`src/rtl/sar_pkg.sv`:
```
package sar_pkg;

  localparam int unsigned SAR_MAX_BITS = 12;

  typedef enum logic [2:0] {
    PH_IDLE  = 3'd0,
    PH_DISCH = 3'd1,
    PH_ACQ   = 3'd2,
    PH_HOLD  = 3'd3,
    PH_TRIAL = 3'd4
  } sar_phase_e;

  // Resolution select to bit count: 0 -> 8, 1 -> 10, otherwise 12.
  function automatic logic [3:0] res_width(input logic [1:0] sel);
    logic [3:0] w;
    case (sel)
      2'd0:    w = 4'd8;
      2'd1:    w = 4'd10;
      default: w = 4'd12;
    endcase
    return w;
  endfunction

endpackage

```
`src/rtl/sar_seq_fsm.sv`:
```
module sar_seq_fsm
  import sar_pkg::*;
#(
  parameter int unsigned ACQ_W = 8
) (
  input  logic             clk,
  input  logic             rst_n,
  input  logic             start_i,
  input  logic [1:0]       res_sel_i,
  input  logic [ACQ_W-1:0] acq_len_i,
  output sar_phase_e       phase_o,
  output logic [3:0]       nbits_o,
  output logic             arm_o,
  output logic             step_o,
  output logic             last_o
);

  localparam int unsigned CNT_W = (ACQ_W > 4) ? ACQ_W : 4;
  localparam logic [CNT_W-1:0] CNT_ONE = CNT_W'(1);
  localparam logic [ACQ_W-1:0] ACQ_MIN = ACQ_W'(1);

  sar_phase_e       state_q, state_n;
  logic [CNT_W-1:0] cnt_q, cnt_n;
  logic [ACQ_W-1:0] acq_q, acq_n;
  logic [3:0]       nbits_q;
  logic             lat_en;

  assign lat_en = (state_q == PH_IDLE) && start_i;
  assign acq_n  = (acq_len_i == '0) ? ACQ_MIN : acq_len_i;

  always_comb begin
    state_n = state_q;
    cnt_n   = cnt_q;
    case (state_q)
      PH_IDLE: begin
        if (start_i) state_n = PH_DISCH;
      end
      PH_DISCH: begin
        state_n = PH_ACQ;
        cnt_n   = CNT_W'(acq_q) - CNT_ONE;
      end
      PH_ACQ: begin
        if (cnt_q == '0) state_n = PH_HOLD;
        else             cnt_n   = cnt_q - CNT_ONE;
      end
      PH_HOLD: begin
        state_n = PH_TRIAL;
        cnt_n   = CNT_W'(nbits_q) - CNT_ONE;
      end
      PH_TRIAL: begin
        if (cnt_q == '0) state_n = PH_IDLE;
        else             cnt_n   = cnt_q - CNT_ONE;
      end
      default: state_n = PH_IDLE;
    endcase
  end

  always_ff @(posedge clk or negedge rst_n) begin
    if (!rst_n) begin
      state_q <= PH_IDLE;
      cnt_q   <= '0;
    end else begin
      state_q <= state_n;
      cnt_q   <= cnt_n;
    end
  end

  always_ff @(posedge clk or negedge rst_n) begin
    if (!rst_n) begin
      acq_q   <= ACQ_MIN;
      nbits_q <= 4'd12;
    end else if (lat_en) begin
      acq_q   <= acq_n;
      nbits_q <= res_width(res_sel_i);
    end
  end

  assign phase_o = state_q;
  assign nbits_o = nbits_q;
  assign arm_o   = (state_q == PH_HOLD);
  assign step_o  = (state_q == PH_TRIAL);
  assign last_o  = (cnt_q == '0);

endmodule

```
`src/rtl/sar_trial_reg.sv`:
```
module sar_trial_reg
  import sar_pkg::*;
(
  input  logic                    clk,
  input  logic                    rst_n,
  input  logic                    arm_i,
  input  logic                    step_i,
  input  logic                    last_i,
  input  logic                    cmp_i,
  input  logic [3:0]              nbits_i,
  output logic [SAR_MAX_BITS-1:0] sw_o,
  output logic [SAR_MAX_BITS-1:0] result_o,
  output logic                    done_o
);

  localparam int unsigned W = SAR_MAX_BITS;
  localparam logic [W-1:0] TOP_BIT = {1'b1, {(W-1){1'b0}}};

  logic [W-1:0] sw_q, sw_n;
  logic [W-1:0] bit_q, bit_n;
  logic [W-1:0] res_q, res_n;
  logic [W-1:0] keep;
  logic         res_en;
  logic         done_q;

  // Decision on the bit under trial: keep it on the reference or drop it.
  assign keep = cmp_i ? sw_q : (sw_q & ~bit_q);

  always_comb begin
    sw_n   = sw_q;
    bit_n  = bit_q;
    res_en = 1'b0;
    if (arm_i) begin
      sw_n  = TOP_BIT;
      bit_n = TOP_BIT;
    end else if (step_i) begin
      if (last_i) begin
        sw_n   = '0;
        bit_n  = '0;
        res_en = 1'b1;
      end else begin
        bit_n = bit_q >> 1;
        sw_n  = keep | (bit_q >> 1);
      end
    end
  end

  assign res_n = keep >> (W - 32'(nbits_i));

  always_ff @(posedge clk or negedge rst_n) begin
    if (!rst_n) begin
      sw_q   <= '0;
      bit_q  <= '0;
      done_q <= 1'b0;
    end else begin
      sw_q   <= sw_n;
      bit_q  <= bit_n;
      done_q <= res_en;
    end
  end

  always_ff @(posedge clk or negedge rst_n) begin
    if (!rst_n)      res_q <= '0;
    else if (res_en) res_q <= res_n;
  end

  assign sw_o     = sw_q;
  assign result_o = res_q;
  assign done_o   = done_q;

endmodule

```
`src/rtl/sar_conv_seq.sv`:
```
module sar_conv_seq
  import sar_pkg::*;
#(
  parameter int unsigned ACQ_W = 8
) (
  input  logic             clk,
  input  logic             rst_n,
  input  logic             start_i,
  input  logic [1:0]       res_sel_i,
  input  logic [ACQ_W-1:0] acq_len_i,
  input  logic             cmp_i,
  output logic [11:0]      sw_o,
  output logic [2:0]       phase_o,
  output logic             busy_o,
  output logic [11:0]      result_o,
  output logic             done_o
);

  sar_phase_e phase;
  logic [3:0] nbits;
  logic       arm, step, last;

  sar_seq_fsm #(.ACQ_W(ACQ_W)) u_fsm (
    .clk       (clk),
    .rst_n     (rst_n),
    .start_i   (start_i),
    .res_sel_i (res_sel_i),
    .acq_len_i (acq_len_i),
    .phase_o   (phase),
    .nbits_o   (nbits),
    .arm_o     (arm),
    .step_o    (step),
    .last_o    (last)
  );

  sar_trial_reg u_trial (
    .clk      (clk),
    .rst_n    (rst_n),
    .arm_i    (arm),
    .step_i   (step),
    .last_i   (last),
    .cmp_i    (cmp_i),
    .nbits_i  (nbits),
    .sw_o     (sw_o),
    .result_o (result_o),
    .done_o   (done_o)
  );

  assign phase_o = phase;
  assign busy_o  = (phase != PH_IDLE);

endmodule

```
`config.mk`:
```
export PLATFORM = sky130hd
export DESIGN_NAME = sar_conv_seq
export DESIGN_NICKNAME = d
export VERILOG_FILES = /design/src/rtl/sar_pkg.sv /design/src/rtl/sar_seq_fsm.sv /design/src/rtl/sar_trial_reg.sv /design/src/rtl/sar_conv_seq.sv
export SDC_FILE = /design/constraint.sdc
export NUM_CORES = 1
export LEC_CHECK = 0
export BUFFER_PORTS_ARGS = -buffer_cell sky130_fd_sc_hd__buf_2
export CORE_UTILIZATION = 55
export CTS_CLUSTER_DIAMETER = 80
export DETAILED_ROUTE_END_ITERATION = 10
export PLACE_DENSITY = 0.85
export SYNTH_ARGS = -nofsm -noshare
export SYNTH_HDL_FRONTEND = slang
export SYNTH_SLANG_ARGS = --single-unit
```
`constraint.sdc`:
```
create_clock -name clk -period 3.75 [get_ports clk]
set_input_delay 0.375 -clock clk [delete_from_list [all_inputs] [get_ports clk]]
set_output_delay 0.375 -clock clk [all_outputs]
set_load 0.01 [all_outputs]
```
==> results of run 1 <==
[worst min path at each step]
| stage | startpoint | end | slack, ps | cells past startpoint |
|---|---|---|---|---|
| 6_report | rst_n | u_trial.bit_q[7]$_DFFE_PN0P_ | 170 | 2 |
| 5_1_grt | rst_n | u_trial.result_o[8]$_DFFE_PN0P_ | 240 | 2 |
| 4_1_cts | rst_n | u_trial.result_o[8]$_DFFE_PN0P_ | 210 | 2 |
| 3_5_place_dp | u_trial.result_o[5]$_DFFE_PN0P_ | u_trial.result_o[5]$_DFFE_PN0P_ | 470 | 2 |
| 3_3_place_gp | u_trial.result_o[9]$_DFFE_PN0P_ | u_trial.result_o[9]$_DFFE_PN0P_ | 450 | 1 |
| 2_1_floorplan | rst_n | u_fsm.acq_q[1]$_DFFE_PN0P_ | 80 | 0 |
[routing by layer]
metal	vias up	global-route usage [%]
li1	1238	-
met1	1286	39.77
met2	98	36.16
met3	18	7.381
met4	0	9.811
met5	-	0
[state kept, by name (all words and copies together), names as in the netlist]
register and flops:
u_fsm.acq_q 8, u_fsm.nbits_o 2, u_fsm.cnt_q 8, u_trial.sw_o 12, u_trial.done_o 1, u_trial.result_o 12, u_trial.bit_q 12, u_fsm.phase_o 3
[cell usage after synthesis (3+ instances only)]
| master | count |
|---|---|
| dfrtp_1 | 56 |
| o21ai_0 | 34 |
| nand2_1 | 32 |
| a22o_1 | 20 |
| a21oi_1 | 17 |
| nor2_1 | 15 |
| nand2b_1 | 12 |
| nand3_1 | 11 |
| a21o_1 | 9 |
| buf_2 | 9 |
| mux2_2 | 9 |
| clkbuf_1 | 8 |
| inv_1 | 8 |
| nor2b_1 | 7 |
| nor3_1 | 7 |
| mux2i_1 | 5 |
| nor4_1 | 4 |
| a211o_1 | 3 |
| ha_1 | 3 |
| nand4_1 | 3 |
| o22ai_1 | 3 |
| or3_1 | 3 |
| xnor2_1 | 3 |
[area by class of cell]
type	instances	area share (%)
inverters	8	0.8553
clock inverters	3	1.140
multi-input cells	234	43.55
clock buffers	12	4.134
well taps	70	2.495
repair buffers	44	6.415
flip-flops and latches	58	41.41
[logic make-up (layout without fill, tap and decap cells)]
logic type / count (synthesis) / count (layout) / synth area share (%)
multiplexers: 15 / 15 / 5.612
adder cells (fa/ha/maj): 3 / 3 / 1.211
flip-flops: 58 / 58 / 46.91
XOR/XNOR: 6 / 6 / 1.938
AND/OR/NAND/NOR: 106 / 106 / 17.97
AO/OA/AOI/OAI: 104 / 104 / 22.61
buffers and inverters: 27 / 67 / 3.754
[through the flow]
stage	power [uW]	instances	setup slack (ps)	util (%)
after CTS	3010	429	1285	66.62
final	3019	429	1251	66.62
after global placement	2400	414	1375	63.11
after detailed placement	2443	414	1272	63.11
after global routing	3222	429	1073	66.62
after floorplan	2094	319	1547	-
[where the power goes]
| group | total, uW | switching [uW] | internal [uW] |
|---|---|---|---|
| clock network | 561 | 241 | 319 |
| logic | 1340 | 765 | 577 |
| registers | 1120 | 291 | 826 |
| total | 3020 | 1300 | 1720 |
==> results_dict.tcl, run 1 <==
set metrics [dict create \
    dp_hpwl_um 5015 \
    cts_tree "done" \
    num_antenna_cells 0 \
    power.density_mw_per_mm2 859.8 \
    synthTopCellsByArea "dfrtp_1 45%, a22o_1 5.7%, o21ai_0 5.5%" \
    fin_setup_tns_ps 0 \
    cts_buffers 9 \
    ys_async_sr_fraction_pct 100.0 \
    met1_length_um 3409 \
    dr.pass1.iters 4 \
    syn_to_final_growth_pct 13.28 \
    r2r_cells 8 \
    final_cell_mix "56 x dfrtp_1, 42 x buf_2, 34 x o21ai_0, 32 x nand2_1, 20 x a22o_1" \
    worstMarginPinSlew_ps 965.6 \
    post-route-min-period_ps 2499 \
    cp_max_fo 18 \
    ys.flop_type "dfrtp_1" \
    skew_ps 5.836 \
    coreArea_mm2 0.005270 \
    cts_setup_buffers 0 \
    drcViolationCount 0 \
    ctsResizeCount 0 \
    synth_top_area_share_pct 45.22 \
    routedWlPerCell_um 16.77 \
    finalSetupViolCount 0 \
    rows 26 \
    grt_antenna_before_repair 0 \
    final_max_slew_viol_count 0 \
    cpPeakStageDelay_ps 730 \
    finalWeightedCongestion 0.9510 \
    die_w_um 77.07 \
    start_kind "flip-flop" \
    wl_met3_um 493 \
    setup.worst_path.class "reg -> reg" \
    synth-edff-count 0 \
    fin_area_mm2 0.003511 \
    drive_gt1_share_pct 21.73 \
    worstSkewPairLatency_ps 340 \
    regArea_mm2 0.001454 \
    grt_usage_pct 26.49 \
    clk_pin_slew_ps 70 \
    holdBufCountCts 0 \
    dieHeight_um 77.07 \
    placedInstanceArea_mm2 0.003326 \
    cpMaxStageDelayCell "dfrtp_1" \
    dieArea_mm2 0.005939 \
    drt-initial-drc-count 282 \
    seq_area_frac_synth_pct 46.91 \
    path_buf_inv 0 \
    reg2reg_slack_ps 1250 \
    rsz0062_at_grt "false" \
    synthDistinctLibCells 53 \
    cts-root-buf "clkbuf_8" \
    dr_wl_met2_um 3148 \
    vias 2640 \
    syn-num-nets 336 \
    grt_pass1_vias 2426 \
    fillCellCount 445 \
    synth.cell_area_mm2 0.003099 \
    path_delay_family "flip-flops" \
    timing.fmax_mhz 400.2 \
    endpoint_kind "flip-flop" \
    regToRegEndpoint "u_fsm.cnt_q[4]$_DFFE_PN0P_" \
    status "finished clean" \
    routed_via_density 6.154 \
    routed.top_layer "met4" \
    relSlewSlack_pct 35.39 \
    finalCritPeriodShare_pct 66.64 \
    p_leak_uw 0.001591 \
    cp-startpoint "u_fsm.phase_o[1]$_DFFE_PN0P_" \
    cts_sinks 58 \
    clk_path_buf_depth 2 \
    io_buffers 42 \
    ys_ff_latch 58 \
    path_cells "xnor2_2 -> nor2_4 -> mux2i_1 -> ha_1 -> nand2_1 -> xnor2_1 -> a22o_1 -> a32o_1" \
    synthCells 319 \
    grt_first_pass_wirelength_um 12110 \
    io_pins 43 \
    antenna_left 0 \
    layout_commonest_cell "dfrtp_1" \
    hold_ws_ps 167.7 \
    synth_warnings 0 \
    r2r-start "u_fsm.phase_o[1]$_DFFE_PN0P_" \
    hold_violations 0 \
    grt_max_degree 59 \
    required_ps 3980 \
    grt-ovfl-total 0 \
    max-vdd-ir-drop_mv 0.4031 \
    hold_class "in -> async" \
    drt-total-wl_um 7196 \
    start_util_pct 58.81 \
    crit_cells 8 \
    htree_levels 3 \
    multi_input_area_mm2 0.001529 \
    synth.avg_cell_area_um2 9.715 \
    yosysTopAreaCell "dfrtp_1" \
    fin_nets 372 \
    arrival_ps 2720 \
    max_cap_viol_count 0 \
    cp-endpoint "u_fsm.cnt_q[4]$_DFFE_PN0P_" \
]
No activity file was read; power rests on OpenSTA's default activity.
==> run 2, diff against run 1 <==
--- a/config.mk
+++ b/config.mk
@@ -6,10 +6,10 @@
 export NUM_CORES = 1
 export LEC_CHECK = 0
 export BUFFER_PORTS_ARGS = -buffer_cell sky130_fd_sc_hd__buf_2
-export CORE_UTILIZATION = 55
+export CORE_UTILIZATION = 52
 export CTS_CLUSTER_DIAMETER = 80
 export DETAILED_ROUTE_END_ITERATION = 10
-export PLACE_DENSITY = 0.85
+export PLACE_DENSITY = 0.84
 export SYNTH_ARGS = -nofsm -noshare
 export SYNTH_HDL_FRONTEND = slang
 export SYNTH_SLANG_ARGS = --single-unit
==> constraint.sdc (replaced) <==
create_clock -name clk -period 2.2 [get_ports clk]
set_input_delay 0.22 -clock clk [delete_from_list [all_inputs] [get_ports clk]]
set_output_delay 0.22 -clock clk [all_outputs]
set_load 0.01 [all_outputs]
==> run 2 against run 1 <==
  * Clock skew rose by 2.2 ps
  * Sequential share of layout area fell by 1.4 points
  * Die area rose by 5.6%
  * Total power rose by 78%
  * Cell count rose by 3.3%
  * Clock power rose by 80%
  * Utilization fell by 2.2 points
  * Register-to-register slack got worse by 1100 ps
  * Critical path depth did not move
  * Sequential power rose by 63%
  * Routed wire length rose by 3.5%
  * Global-route usage fell by 0.66 points
  * Critical endpoint unchanged
  * Largest cell class unchanged
  * Highest routed layer unchanged
==> results_dict.tcl, run 2 (synthesis gave the netlist of run 1 again) <==
set metrics [dict create \
    status "finished clean" \
    routedWlPerCell_um 16.81 \
    setup.worst_path.class "reg -> reg" \
    worstSkewPairLatency_ps 340 \
    cts_sinks 58 \
    cts-root-buf "clkbuf_8" \
    drcViolationCount 0 \
    cpPeakStageDelay_ps 410 \
    reg2reg_slack_ps 160 \
    cts_setup_buffers 0 \
    pre_cts_slack_ps 179.5 \
    grt_antenna_before_repair 0 \
    cpMaxStageDelayCell "dfrtp_1" \
    placed_cells_incl_taps 426 \
    io_buffers 42 \
    htree_levels 3 \
    syn_to_final_growth_pct 17.20 \
    final_max_slew_viol_count 0 \
    skew_ps 8.006 \
    finalSetupViolCount 0 \
    max_cap_viol_count 0 \
    power.density_mw_per_mm2 1479 \
    setup_ws_ps 156.8 \
    vias 2730 \
    rows 27 \
    grt_usage_pct 25.83 \
    endpoint_kind "flip-flop" \
    die_w_um 79.20 \
    finalWeightedCongestion 0.9175 \
    cp_max_fo 7 \
    final_cell_mix "56 x dfrtp_1, 42 x buf_2, 34 x o21ai_0, 32 x nand2_1, 20 x a22o_1" \
    io_pins 43 \
    dr.pass1.iters 5 \
    timing.fmax_mhz 489.4 \
    cts_tree "done" \
    dieArea_mm2 0.006273 \
    hold_class "in -> reg" \
    use_met1_pct 38.32 \
    drt-total-wl_um 7447 \
    num_antenna_cells 0 \
    fin_setup_tns_ps 0 \
    dieHeight_um 79.20 \
    relSlewSlack_pct 43.49 \
    cts_buffers 9 \
    p_leak_uw 0.001655 \
    grt_max_degree 35 \
    fillCellCount 472 \
    post-route-min-period_ps 2043 \
    busiest_layer "met1" \
    finalCritPeriodShare_pct 92.87 \
    grt_pass1_vias 2542 \
    gr-usage-met2_pct 35.52 \
    dp_hpwl_um 5353 \
    arrival_ps 2270 \
    antenna_left 0 \
    start_kind "flip-flop" \
    fin_nets 383 \
    layout_commonest_cell "dfrtp_1" \
    path_cells "xnor2_2 -> nor2_4 -> mux2i_1 -> ha_1 -> nand2_1 -> xnor2_1 -> a22o_1 -> a32o_1" \
    worstMarginPinSlew_ps 847.6 \
    start_util_pct 54.93 \
    stdcell_count 443 \
    clk_pin_slew_ps 70 \
    clk_path_buf_depth 2 \
    rsz0062_at_grt "false" \
    hold_violations 0 \
    coreArea_mm2 0.005642 \
    max-vdd-ir-drop_mv 0.7181 \
    drive_gt1_share_pct 24.80 \
    required_ps 2430 \
    drt-initial-drc-count 341 \
    grt_first_pass_wirelength_um 12370 \
    use_met3_pct 5.172 \
    routed_via_density 6.163 \
    grt-ovfl-total 0 \
]
-- run 2: report_power, final --
part	total (uW)	switching [uW]	internal, uW
clock	1010	432	578
combinational	2540	1430	1110
sequential	1820	413	1410
total	5370	2280	3100
-- run 2: critical path: cells and delay by family (launching register included) --
kind	cells	cell delay, ps
flip-flops	1	410
AND/OR/NAND/NOR	2	290
AO/OA/AOI/OAI	2	370
multiplexers	1	220
adder cells (fa/ha/maj)	1	320
XOR/XNOR	2	320
-- run 2: layout make-up --
type	instances	area [um^2]	share of cell area, %
clock inverter	5	52.55	1.447
multi-input combinational	234	1531	42.16
tap	72	90.09	2.480
timing repair buffer	55	322.8	8.887
sequential	58	1454	40.03
clock buffer	11	151.4	4.168
inverter	8	30.03	0.8267
-- run 2: through the flow --
| step | hold WS, ps | util (%) | cell area, um^2 | power [uW] |
|---|---|---|---|---|
| 2_1_floorplan | -75.59 | - | 3100 | 3579 |
| 3_3_place_gp | 239.6 | 60.55 | 3416 | 4237 |
| 3_5_place_dp | 253.0 | 60.55 | 3416 | 4314 |
| 4_1_cts | 124.6 | 64.34 | 3630 | 5329 |
| 5_1_grt | 133.7 | 64.38 | 3632 | 5742 |
| 6_report | 123.9 | 64.38 | 3632 | 5373 |
-- run 2: worst paths after layout --
check	startpoint	to	depth (start not counted)
worst max-delay path	u_fsm.phase_o[2]$_DFFE_PN0P_	u_fsm.cnt_q[4]$_DFFE_PN0P_	8
worst min-delay path	res_sel_i[0]	u_fsm.nbits_o[1]$_DFFE_PN0P_	3
worst max register to register	u_fsm.phase_o[2]$_DFFE_PN0P_	u_fsm.cnt_q[4]$_DFFE_PN0P_	8
worst min register to register	u_trial.result_o[8]$_DFFE_PN0P_	u_trial.result_o[8]$_DFFE_PN0P_	1
max in group asynchronous	rst_n	u_fsm.nbits_o[2]$_DFFE_PN1P_	3
min in group asynchronous	rst_n	u_trial.bit_q[8]$_DFFE_PN0P_	2
-- run 2: per-layer routing --
layer	vias up	part of all wire, %
li1	1259	-
met1	1318	46
met2	132	44
met3	21	7.7
met4	0	2.5
met5	-	0
-- run 2: repair_timing --
item                                    in CTS  in global routing
hold buffers                                 1                  0
resized for setup                            0                  1
endpoints found under the setup margin       0                  1
endpoints found under the hold margin       24                  0
==> run 3, diff against run 2 <==
==> constraint.sdc (replaced) <==
create_clock -name clk -period 2.2 [get_ports clk]
set_input_delay 0.22 -clock clk [delete_from_list [all_inputs] [get_ports clk]]
set_output_delay 0.22 -clock clk [all_outputs]
set_load 0.1 [all_outputs]
==> run 3 against run 2 <==
  * Sequential share of layout area down 0.80 points
  * Critical path depth increased by 1
  * Non-clock buffer count is 7 higher
  * Sequential power up 2%
  * Fmax fell by 0.33%
  * Via count grew 1.4%
  * Clock power up 15%
  * Total power increased by 22%
  * Utilization rose by 1.7 points
  * Critical path type unchanged
  * Critical endpoint is now u_fsm.cnt_q[6]$_DFFE_PN0P_
  * Highest routed layer unchanged
==> results_dict.tcl, run 3 (synthesis gave the netlist of run 1 again) <==
set metrics [dict create \
    status "finished clean" \
    finalSetupViolCount 0 \
    worstMarginPinSlew_ps 629.1 \
    antenna_left 0 \
    drt-initial-drc-count 244 \
    grt_pass1_vias 2595 \
    p_int_uw 3387 \
    final_cell_mix "53 x dfrtp_1, 42 x buf_2, 34 x o21ai_0, 32 x nand2_1, 20 x a22o_1" \
    dr.pass1.iters 5 \
    grt_max_degree 28 \
    ctsResizeCount 0 \
    r2r_cells 9 \
    grt_usage_pct 27.49 \
    max-vdd-ir-drop_mv 1.073 \
    drt-total-wl_um 8029 \
    grt_antenna_before_repair 0 \
    dieHeight_um 79.20 \
    power.density_mw_per_mm2 1763 \
    cts_sinks 58 \
    layout_commonest_cell "dfrtp_1" \
    clk_pin_slew_ps 70 \
    dp_hpwl_um 5482 \
    pwr-share-clk_pct 17.7 \
    cp_max_fo 5 \
    cts-root-buf "clkbuf_8" \
    cts_buffers 9 \
    vias 2767 \
    cts_tree "done" \
    grt-ovfl-total 0 \
    endpoint_kind "flip-flop" \
    pre_cts_slack_ps 162.2 \
    p_seq_share_pct 28.3 \
    finalWeightedCongestion 0.9435 \
    setup_ws_ps 150.0 \
    p_leak_uw 0.001694 \
    hold_path_depth 3 \
    switchingPower_uw 3187 \
    power_frac_comb_pct 54.1 \
    final_max_slew_viol_count 0 \
    setup.worst_path.class "reg -> reg" \
    fin_nets 390 \
    placed_cells_incl_taps 430 \
    htree_levels 3 \
    start_util_pct 54.93 \
    required_ps 2470 \
    start_kind "flip-flop" \
    grt_first_pass_wirelength_um 12880 \
    fin_area_mm2 0.003729 \
    timing.fmax_mhz 487.8 \
    syn_to_final_growth_pct 20.31 \
    stdcell_count 450 \
    max_cap_viol_count 0 \
    rows 27 \
    io_pins 43 \
    io_buffers 42 \
    relSlewSlack_pct 57.62 \
    finalCritPeriodShare_pct 93.18 \
    p_sw_share_pct 48.48 \
    die_w_um 79.20 \
    fin_setup_tns_ps 0 \
    skew_ps 7.999 \
    clk_path_buf_depth 2 \
    num_antenna_cells 0 \
    routed_via_density 6.149 \
    rsz0062_at_grt "false" \
    dieArea_mm2 0.006273 \
    hold_violations 0 \
    coreArea_mm2 0.005642 \
    worstSkewPairLatency_ps 340 \
    placedInstanceArea_mm2 0.003463 \
    drive_gt1_share_pct 26.98 \
    hold_class "in -> reg" \
    arrival_ps 2320 \
    drcViolationCount 0 \
    routedWlPerCell_um 17.84 \
    post-route-min-period_ps 2050 \
]
run 3: changes by cell type in the layout (fill, tap and decap cells not counted), sizes merged:
cell / before / now
clkinv: 3 / 0
bufinv: 1 / 2
clkbuf: 11 / 14
clkinvlp: 1 / 0
buf: 54 / 61
run 3: area by class of cell:
type	count	area (um^2)
fill	448	1913
timing repair buffer	62	362.8
inverter	8	30.03
clock inverter	2	60.06
multi-input combinational	234	1550
sequential	58	1463
clock buffer	14	172.7
tap	72	90.09
run 3: path summary, 6_finish.rpt:
kind	from	to	slack, ps
min in group asynchronous	rst_n	u_trial.bit_q[3]$_DFFE_PN0P_	430
min	res_sel_i[1]	u_fsm.nbits_o[2]$_DFFE_PN1P_	100
max	u_fsm.phase_o[1]$_DFFE_PN0P_	u_fsm.cnt_q[6]$_DFFE_PN0P_	150
max reg2reg	u_fsm.phase_o[1]$_DFFE_PN0P_	u_fsm.cnt_q[6]$_DFFE_PN0P_	150
max in group asynchronous	rst_n	u_fsm.nbits_o[2]$_DFFE_PN1P_	1030
min reg2reg	u_trial.result_o[8]$_DFFE_PN0P_	u_trial.result_o[8]$_DFFE_PN0P_	480
run 3: metal layers:
layer / global-route usage, % / part of all wire, % / vias to the layer above
li1: - / - / 1267
met1: 36.42 / 42 / 1338
met2: 41.81 / 47 / 138
met3: 6.667 / 6.8 / 24
met4: 14.18 / 3.3 / 0
met5: 0 / 0 / -
run 3: power groups by stage:
stage	combinational [uW]	sequential [uW]	clock, uW
global route	3800	1900	1230
CTS	3450	1840	1170
floorplan	2040	2480	0
finish	3560	1860	1160
detailed placement	3420	1860	0
global placement	3360	1850	0
run 3: critical path, stage by stage (launching register included):
cell and delay [ps]:
dfrtp_4 500, xnor2_4 160, nor2_4 190, mux2i_1 240, ha_2 260, buf_4 140
nand2_1 50, xor2_1 140, o21ai_0 150, o2bb2ai_1 130
run 3: stage by stage:
| stage | power [uW] | utilization, % | hold WS [ps] |
|---|---|---|---|
| 2_1_floorplan | 4519 | - | -75.59 |
| 3_3_place_gp | 5209 | 61.39 | 259.1 |
| 3_5_place_dp | 5275 | 61.39 | 256.2 |
| 4_1_cts | 6468 | 65.69 | 93.81 |
| 5_1_grt | 6934 | 66.09 | 94.05 |
| 6_report | 6574 | 66.09 | 97.28 |
run 3: what timing repair did:
| action | CTS | global route |
|---|---|---|
| hold buffers | 1 | 0 |
| endpoints found under the hold margin | 25 | 0 |
| endpoints found under the setup margin | 0 | 1 |
| setup buffers | 0 | 3 |
